`config.mk`:
```
export PLATFORM = sky130hd
export DESIGN_NAME = pic_top
export DESIGN_NICKNAME = d
export VERILOG_FILES = /design/src/rtl/pic_pkg.sv /design/src/rtl/pic_edge_det.sv /design/src/rtl/pic_preset_reg.sv /design/src/rtl/pic_counter_core.sv /design/src/rtl/pic_top.sv
export SDC_FILE = /design/constraint.sdc
export NUM_CORES = 1
export LEC_CHECK = 0
export BUFFER_PORTS_ARGS = -buffer_cell sky130_fd_sc_hd__buf_4
export CAP_MARGIN = 20
export CORE_MARGIN = 1
export CORE_UTILIZATION = 40
export DETAILED_ROUTE_END_ITERATION = 6
export GPL_ROUTABILITY_DRIVEN = 0
export PLACE_DENSITY = 0.63
export SLEW_MARGIN = 25
export SYNTH_ARGS = -nofsm -noshare
export SYNTH_HDL_FRONTEND = slang
export SYNTH_SLANG_ARGS = --single-unit
```
`constraint.sdc`:
```
create_clock -name clk -period 5.8 [get_ports clk]
set_input_delay 1.16 -clock clk [delete_from_list [all_inputs] [get_ports clk]]
set_output_delay 1.16 -clock clk [all_outputs]
set_load 0.005 [all_outputs]
```
`src/rtl/pic_pkg.sv`:
```
package pic_pkg;

  typedef enum logic [2:0] {
    MODE_TC      = 3'd0,
    MODE_ONESHOT = 3'd1,
    MODE_RATE    = 3'd2,
    MODE_SQUARE  = 3'd3,
    MODE_SWSTB   = 3'd4,
    MODE_HWSTB   = 3'd5
  } pic_mode_e;

  // Codes 6 and 7 alias the two periodic modes
  function automatic pic_mode_e decode_mode(input logic [2:0] code);
    case (code)
      3'd6:    return MODE_RATE;
      3'd7:    return MODE_SQUARE;
      default: return pic_mode_e'(code);
    endcase
  endfunction

  function automatic logic idle_level(input pic_mode_e m);
    return (m != MODE_TC);
  endfunction

  function automatic logic starts_on_write(input pic_mode_e m);
    return (m == MODE_TC) || (m == MODE_RATE) || (m == MODE_SQUARE) || (m == MODE_SWSTB);
  endfunction

  function automatic logic starts_on_trigger(input pic_mode_e m);
    return (m == MODE_ONESHOT) || (m == MODE_HWSTB);
  endfunction

endpackage

```
`src/rtl/pic_edge_det.sv`:
```
module pic_edge_det (
  input  logic clk,
  input  logic rst,
  input  logic din,
  output logic rise
);
  logic din_q;

  always_ff @(posedge clk) begin
    if (rst) din_q <= 1'b0;
    else     din_q <= din;
  end

  assign rise = din & ~din_q;

endmodule

```
`src/rtl/pic_preset_reg.sv`:
```
module pic_preset_reg #(
  parameter int CNT_W = 16
) (
  input  logic             clk,
  input  logic             rst,
  input  logic             wr,
  input  logic [CNT_W-1:0] wdata,
  output logic [CNT_W:0]   new_eff,
  output logic [CNT_W:0]   held_eff,
  output logic             held_odd
);
  localparam int CW = CNT_W + 1;
  localparam logic [CW-1:0] MAXC = {1'b1, {CNT_W{1'b0}}};

  logic [CNT_W-1:0] preset_q;

  always_ff @(posedge clk) begin
    if (rst)     preset_q <= '0;
    else if (wr) preset_q <= wdata;
  end

  // A zero preset stands for the full range
  assign new_eff  = (wdata == '0)    ? MAXC : {1'b0, wdata};
  assign held_eff = (preset_q == '0) ? MAXC : {1'b0, preset_q};
  assign held_odd = preset_q[0];

endmodule

```
`src/rtl/pic_counter_core.sv`:
```
module pic_counter_core
  import pic_pkg::*;
#(
  parameter int CNT_W = 16
) (
  input  logic           clk,
  input  logic           rst,
  input  logic           cnt_en,
  input  logic           rise,
  input  logic           load_stb,
  input  logic [CNT_W:0] new_eff,
  input  logic [CNT_W:0] held_eff,
  input  logic           held_odd,
  input  logic           mode_wr,
  input  logic [2:0]     mode_sel,
  output logic           out_q,
  output logic [CNT_W:0] cnt_q
);
  localparam int CW = CNT_W + 1;
  localparam logic [CW-1:0] ONE  = CW'(1);
  localparam logic [CW-1:0] TWO  = CW'(2);
  localparam logic [CW-1:0] MAXC = {1'b1, {CNT_W{1'b0}}};

  pic_mode_e mode_q;
  logic      run_q;
  logic [CW-1:0] sq_reload;

  assign sq_reload = {held_eff[CW-1:1], 1'b0};

  always_ff @(posedge clk) begin
    if (rst) begin
      mode_q <= MODE_TC;
      out_q  <= 1'b0;
      run_q  <= 1'b0;
      cnt_q  <= '0;
    end else if (mode_wr) begin
      mode_q <= decode_mode(mode_sel);
      out_q  <= idle_level(decode_mode(mode_sel));
      run_q  <= 1'b0;
    end else if (load_stb) begin
      if (starts_on_write(mode_q)) begin
        cnt_q <= (mode_q == MODE_SQUARE) ? {new_eff[CW-1:1], 1'b0} : new_eff;
        run_q <= 1'b1;
        out_q <= idle_level(mode_q);
      end
    end else if (rise && starts_on_trigger(mode_q)) begin
      cnt_q <= held_eff;
      run_q <= 1'b1;
      out_q <= (mode_q != MODE_ONESHOT);
    end else if (cnt_en && run_q) begin
      case (mode_q)
        MODE_TC, MODE_ONESHOT: begin
          cnt_q <= cnt_q - ONE;
          if (cnt_q == ONE) begin
            out_q <= 1'b1;
            run_q <= 1'b0;
          end
        end
        MODE_RATE: begin
          if (cnt_q == ONE) begin
            cnt_q <= held_eff;
            out_q <= 1'b1;
          end else begin
            cnt_q <= cnt_q - ONE;
            if (cnt_q == TWO) out_q <= 1'b0;
          end
        end
        MODE_SQUARE: begin
          if (cnt_q == TWO && (!out_q || !held_odd)) begin
            cnt_q <= sq_reload;
            out_q <= ~out_q;
          end else if (out_q && held_odd && cnt_q == '0) begin
            cnt_q <= sq_reload;
            out_q <= 1'b0;
          end else begin
            cnt_q <= cnt_q - TWO;
          end
        end
        default: begin
          if (cnt_q == '0) begin
            out_q <= 1'b1;
            run_q <= 1'b0;
          end else begin
            cnt_q <= cnt_q - ONE;
            if (cnt_q == ONE) out_q <= 1'b0;
          end
        end
      endcase
    end
  end


  mode_level_chk: assert property (@(posedge clk) disable iff (rst)
    mode_wr |=> (out_q == ($past(mode_sel) != 3'd0)) && !run_q);


  tc_level_chk: assert property (@(posedge clk) disable iff (rst)
    (mode_q == MODE_TC && out_q) |-> (cnt_q == '0 && !run_q));


  rate_low_chk: assert property (@(posedge clk) disable iff (rst)
    (mode_q == MODE_RATE && !out_q) |-> (cnt_q == ONE));


  square_even_chk: assert property (@(posedge clk) disable iff (rst)
    (mode_q == MODE_SQUARE && run_q) |-> !cnt_q[0]);


  strobe_low_chk: assert property (@(posedge clk) disable iff (rst)
    ((mode_q == MODE_SWSTB || mode_q == MODE_HWSTB) && !out_q) |-> (cnt_q == '0 && run_q));


  count_range_chk: assert property (@(posedge clk) disable iff (rst)
    cnt_q <= MAXC);


  hold_chk: assert property (@(posedge clk) disable iff (rst)
    (!cnt_en && !mode_wr && !load_stb && !rise) |=> $stable(cnt_q) && $stable(out_q));

endmodule

```
`src/rtl/pic_top.sv`:
```
module pic_top #(
  parameter int CNT_W = 16
) (
  input  logic             clk,
  input  logic             rst,
  input  logic             cnt_en,
  input  logic             trig_in,
  input  logic             preset_wr,
  input  logic [CNT_W-1:0] preset_data,
  input  logic             mode_wr,
  input  logic [2:0]       mode_sel,
  output logic             wave_out,
  output logic [CNT_W-1:0] count_val
);
  logic           trig_rise;
  logic [CNT_W:0] new_eff;
  logic [CNT_W:0] held_eff;
  logic           held_odd;
  logic [CNT_W:0] cnt_full;

  pic_edge_det u_edge (
    .clk  (clk),
    .rst  (rst),
    .din  (trig_in),
    .rise (trig_rise)
  );

  pic_preset_reg #(.CNT_W(CNT_W)) u_preset (
    .clk      (clk),
    .rst      (rst),
    .wr       (preset_wr),
    .wdata    (preset_data),
    .new_eff  (new_eff),
    .held_eff (held_eff),
    .held_odd (held_odd)
  );

  pic_counter_core #(.CNT_W(CNT_W)) u_core (
    .clk      (clk),
    .rst      (rst),
    .cnt_en   (cnt_en),
    .rise     (trig_rise),
    .load_stb (preset_wr),
    .new_eff  (new_eff),
    .held_eff (held_eff),
    .held_odd (held_odd),
    .mode_wr  (mode_wr),
    .mode_sel (mode_sel),
    .out_q    (wave_out),
    .cnt_q    (cnt_full)
  );


  assign count_val = cnt_full[CNT_W-1:0];

endmodule

```
==> impl_summary.md <==
Yosys
The distinct cell type count of the synthesized netlist is 68. The mapped netlist covers 0.00307 mm². Counting flops with an async set or reset pin after synthesis yields a share of 0%. Summing the areas of all xor and xnor instances in the mapped netlist gives 6.00% of the synthesized area. The number of instances in the synthesized netlist is 391. Ranked by total cell area, the synthesized netlist is headed by dfxtp_1, nand2_1, nor2_1, mux2i_1, buf_4. Synthesis inferred 39 register bits.

The portion of netlist area occupied by mux cells is 5.59%. The share of the yosys chip area belonging to registers is 25.5%. After Yosys synthesis, and, or, nand and nor cells account for 28.6% of the synthesized area. After synthesis, the largest family of logic cells by area is simple AND/OR/NAND/NOR gates. The average instance in the mapped netlist occupies 7.84 µm². The number of nets produced by synthesis is 422. The most used flip-flop cell after synthesis is dfxtp_1. The adder and majority gate portion of the synthesized area is 2.45%. The library cell occupying the most area in the post-synthesis netlist is dfxtp_1. The synthesized design contains 0 enable-type register cells. The share of the synthesized area in the top cell type is 25.5%.

The number of synthesis warnings is 0. The synthesized-area fraction occupied by ao, oa, aoi and oai cells is 22.4%.

Power
The cell leakage power is 1.26 nW. After layout, the design draws a total of 0.799 mW. The part of the total power dissipated in sequential elements is 41.4%. In this run the power spent charging and discharging nets is 0.307 mW. The internal power of the cells totals 0.492 mW. The total power per unit cell area is 240 mW/mm². Across the VDD grid, the largest voltage drop is 0.110 mV.

Of the total power, the share spent switching nets is 38.4%. The portion of total power attributed to the clock network is 24.7%. The power share of the combinational group is 33.9%.

Timing
The number of max-slew violations in the final report came to 0. The relative max-transition margin is 35.3%. Between clock sinks in the finished design, the worst skew comes to 0.00849 ns. The number of hold violations in the final report is 0. Dividing the final minimum period by the clock period gives 56.7%. The summed negative setup slack over all endpoints is 0 ns. Timing would allow up to 304 MHz. Setup repair after global routing left no endpoint under its margin.

The total of endpoints with negative setup slack in the final report is 0. The transition time at the pin with the least slew margin is 0.967 ns. The post-route minimum period is 3.29 ns.

Flow run
The number of maximum-capacitance constraint violations is 0.

Critical path
The endpoint type of the worst setup path is a flip-flop. The launch instance of the worst register-to-register path is u_core.mode_q[0]. The startpoint kind of the worst setup timing path is an input pin. The critical path start-end classification is in2reg.

The number of cell instances on the worst register-to-register path is 6. At the worst endpoint, the required time is 5.98 ns. The reg2reg setup slack is 2.86 ns. Data arrives at the worst endpoint at 3.47 ns. The largest fanout of any net on the critical path is 49. In this run the critical register-to-register path is captured at u_core.cnt_q[1].

Floorplan
The number of top-level design ports is 42. The row count is 31. The initial core utilization is 41.8%. The die is 89.5 µm tall. The floorplan step defined a die boundary enclosing 0.00802 mm². In this run the horizontal extent of the chip is 89.5 µm.

The core footprint is 0.00733 mm².

CTS
Gates resized during post-CTS repair numbered 0. The root buffer cell chosen for the clock tree is clkbuf_8. Counting the buffers created by CTS gives 5. For the worst-skew pair, the clock arrives at the later sink with an insertion delay of 0.31 ns. The clock net in this run drives a total of 39 sinks.

The clock passes through at most 2 buffers. Clock-pin slew was measured on the worst setup and hold paths at 0.09 ns. The post-CTS setup-driven buffer insertion count is 0. The number of hold-repair buffers added at the cts stage is 0.

TritonCTS built the clock tree. The H-tree generated during clock tree synthesis spans 2 levels.

Drt
For this block, the via count after detailed routing is 3068. In this run, the number of DRC markers left after iteration 0 of detailed routing was 443. The total DRC errors in the routed layout is 0. The count of nets left with antenna violations once routing finished came out at 0.

The routed design has 9.11 mm of wire. In the routed layout, each cell is associated on average with a via count of 6.24. The first-pass iteration count of the detailed router is 6. Dividing the detail-routed wire length by the instance count gives 18.5 µm.

GRT
The global route total overflow is 0. The first global-routing pass estimated 14.4 mm of wire. The initial antenna violation count is 0. The overall track demand over capacity in global routing is 23.8%. The pin count of the biggest net entering global routing is 50. The number of global-route vias before repair is 2717.

Min path
In this run the worst hold path is classified as reg2reg. The worst hold endpoint is u_preset.preset_q[1]. The depth of the worst hold-timing path is 2. The startpoint of the worst hold path is u_preset.preset_q[1].

Final layout
The final-stage net count is 423. The area growth from synthesis to final layout is 8.45%. The fraction of layout instances using a drive strength above 1 is 17.8%.

0 antenna diodes ended up in the layout.

Outcome
The flow ran to the end, and the final reports show no timing, DRC or antenna violations.

Placement
The HPWL after detailed placement is 6.39 mm. The total of buffers placed on input and output ports is 41.
[sequential cells by signal (all words and copies together), names as in the netlist]
register	count
u_core.out_q	1
u_core.run_q	1
u_preset.preset_q	16
u_core.mode_q	3
u_core.cnt_q	17
u_edge.din_q	1
[routing by layer]
| layer | routed length, µm | GRT usage, % |
|---|---|---|
| met1 | 4080 | 35.1 |
| met2 | 4030 | 35.8 |
| met3 | 886 | 4.06 |
| met4 | 116 | 5.77 |
| met5 | 0 | 0 |
[critical path: stages]
cell and delay (ns):
buf_4 0.44, a21oi_1 0.12, a221oi_1 0.38, o31a_1 0.77
o311ai_0 0.29, a211oi_1 0.23, a211oi_1 0.07
[stage by stage]
stage / setup slack [ns] / utilization [%] / std cells / hold slack [ns] / area [µm²]
detailed placement: 2.20 / 44.1 / 484 / 0.486 / 3240
global placement: 2.24 / 44.1 / 484 / 0.485 / 3240
finish: 2.51 / 45.3 / 492 / 0.498 / 3320
floorplan: 3.14 / - / 391 / 0.449 / 3070
global route: 2.25 / 45.3 / 492 / 0.531 / 3320
CTS: 2.51 / 45.3 / 492 / 0.501 / 3320
[logic make-up after synthesis]
logic type	after synthesis
and+or+nand+nor	166
adders and majority gates	6
buffers and inverters	54
muxes	17
DFF	39
AOI/OAI and AO/OA	88
xor gates and xnor gates	21
[layout make-up]
class	count	area (µm²)
well taps	99	124
clock inverters	3	20.0
clock buffers	5	68.8
flip-flops and latches	39	781
fillers	716	4010
inverters	6	22.5
multi-input cells	298	1990
repair buffers	42	315
[cells in the final DEF, fill, tap and decap left out, types with 4 or more instances in the layout]
master and count:
xor2_1 11, nor3_1 7, nor4_1 14, buf_4 42, nand2b_1 6, inv_1 6
a311oi_1 10, dfxtp_1 39, nand3_1 8, nand4_1 5, nor2_1 47, nand2_1 48
a21oi_1 16, clkbuf_8 5, xnor2_1 10, a211oi_1 12, ha_1 6, nor2b_1 4
mux2i_1 16, o21ai_0 7, a221oi_1 12
[synthesized netlist by cell type, types with 3 or more instances]
master / number
clkbuf_1: 19
buf_4: 17
nor3_1: 7
nor2_1: 47
nand2_1: 48
nor2b_1: 4
or4_1: 3
ha_1: 6
nor4_2: 3
mux2i_1: 16
nand3_1: 8
dfxtp_1: 39
nand2b_1: 6
a31oi_1: 3
inv_1: 6
nand4_1: 5
xor2_1: 11
a211oi_1: 12
a221oi_1: 12
xnor2_1: 10
a311oi_1: 10
nand3b_1: 3
o21ai_0: 7
nor4_1: 14
buf_2: 8
a21oi_1: 16
[how the worst max path moves through the flow]
| stage | slack (ns) | cells past startpoint | startpoint | end |
|---|---|---|---|---|
| floorplan | 3.14 | 8 | trig_in | u_core.cnt_q[11] |
| global placement | 2.24 | 7 | preset_wr | u_core.cnt_q[1] |
| detailed placement | 2.20 | 7 | preset_wr | u_core.cnt_q[1] |
| CTS | 2.51 | 7 | preset_wr | u_core.cnt_q[1] |
| global route | 2.25 | 7 | preset_wr | u_core.cnt_q[1] |
| finish | 2.51 | 7 | preset_wr | u_core.cnt_q[1] |
[power by group through the flow]
| stage | clock network [mW] | logic, mW | registers (mW) |
|---|---|---|---|
| detailed placement | 0 | 0.265 | 0.335 |
| global route | 0.210 | 0.298 | 0.334 |
| global placement | 0 | 0.265 | 0.335 |
| finish | 0.197 | 0.271 | 0.331 |
| CTS | 0.201 | 0.267 | 0.329 |
| floorplan | 0 | 0.227 | 0.307 |
Power figures use the tool's default switching activity.
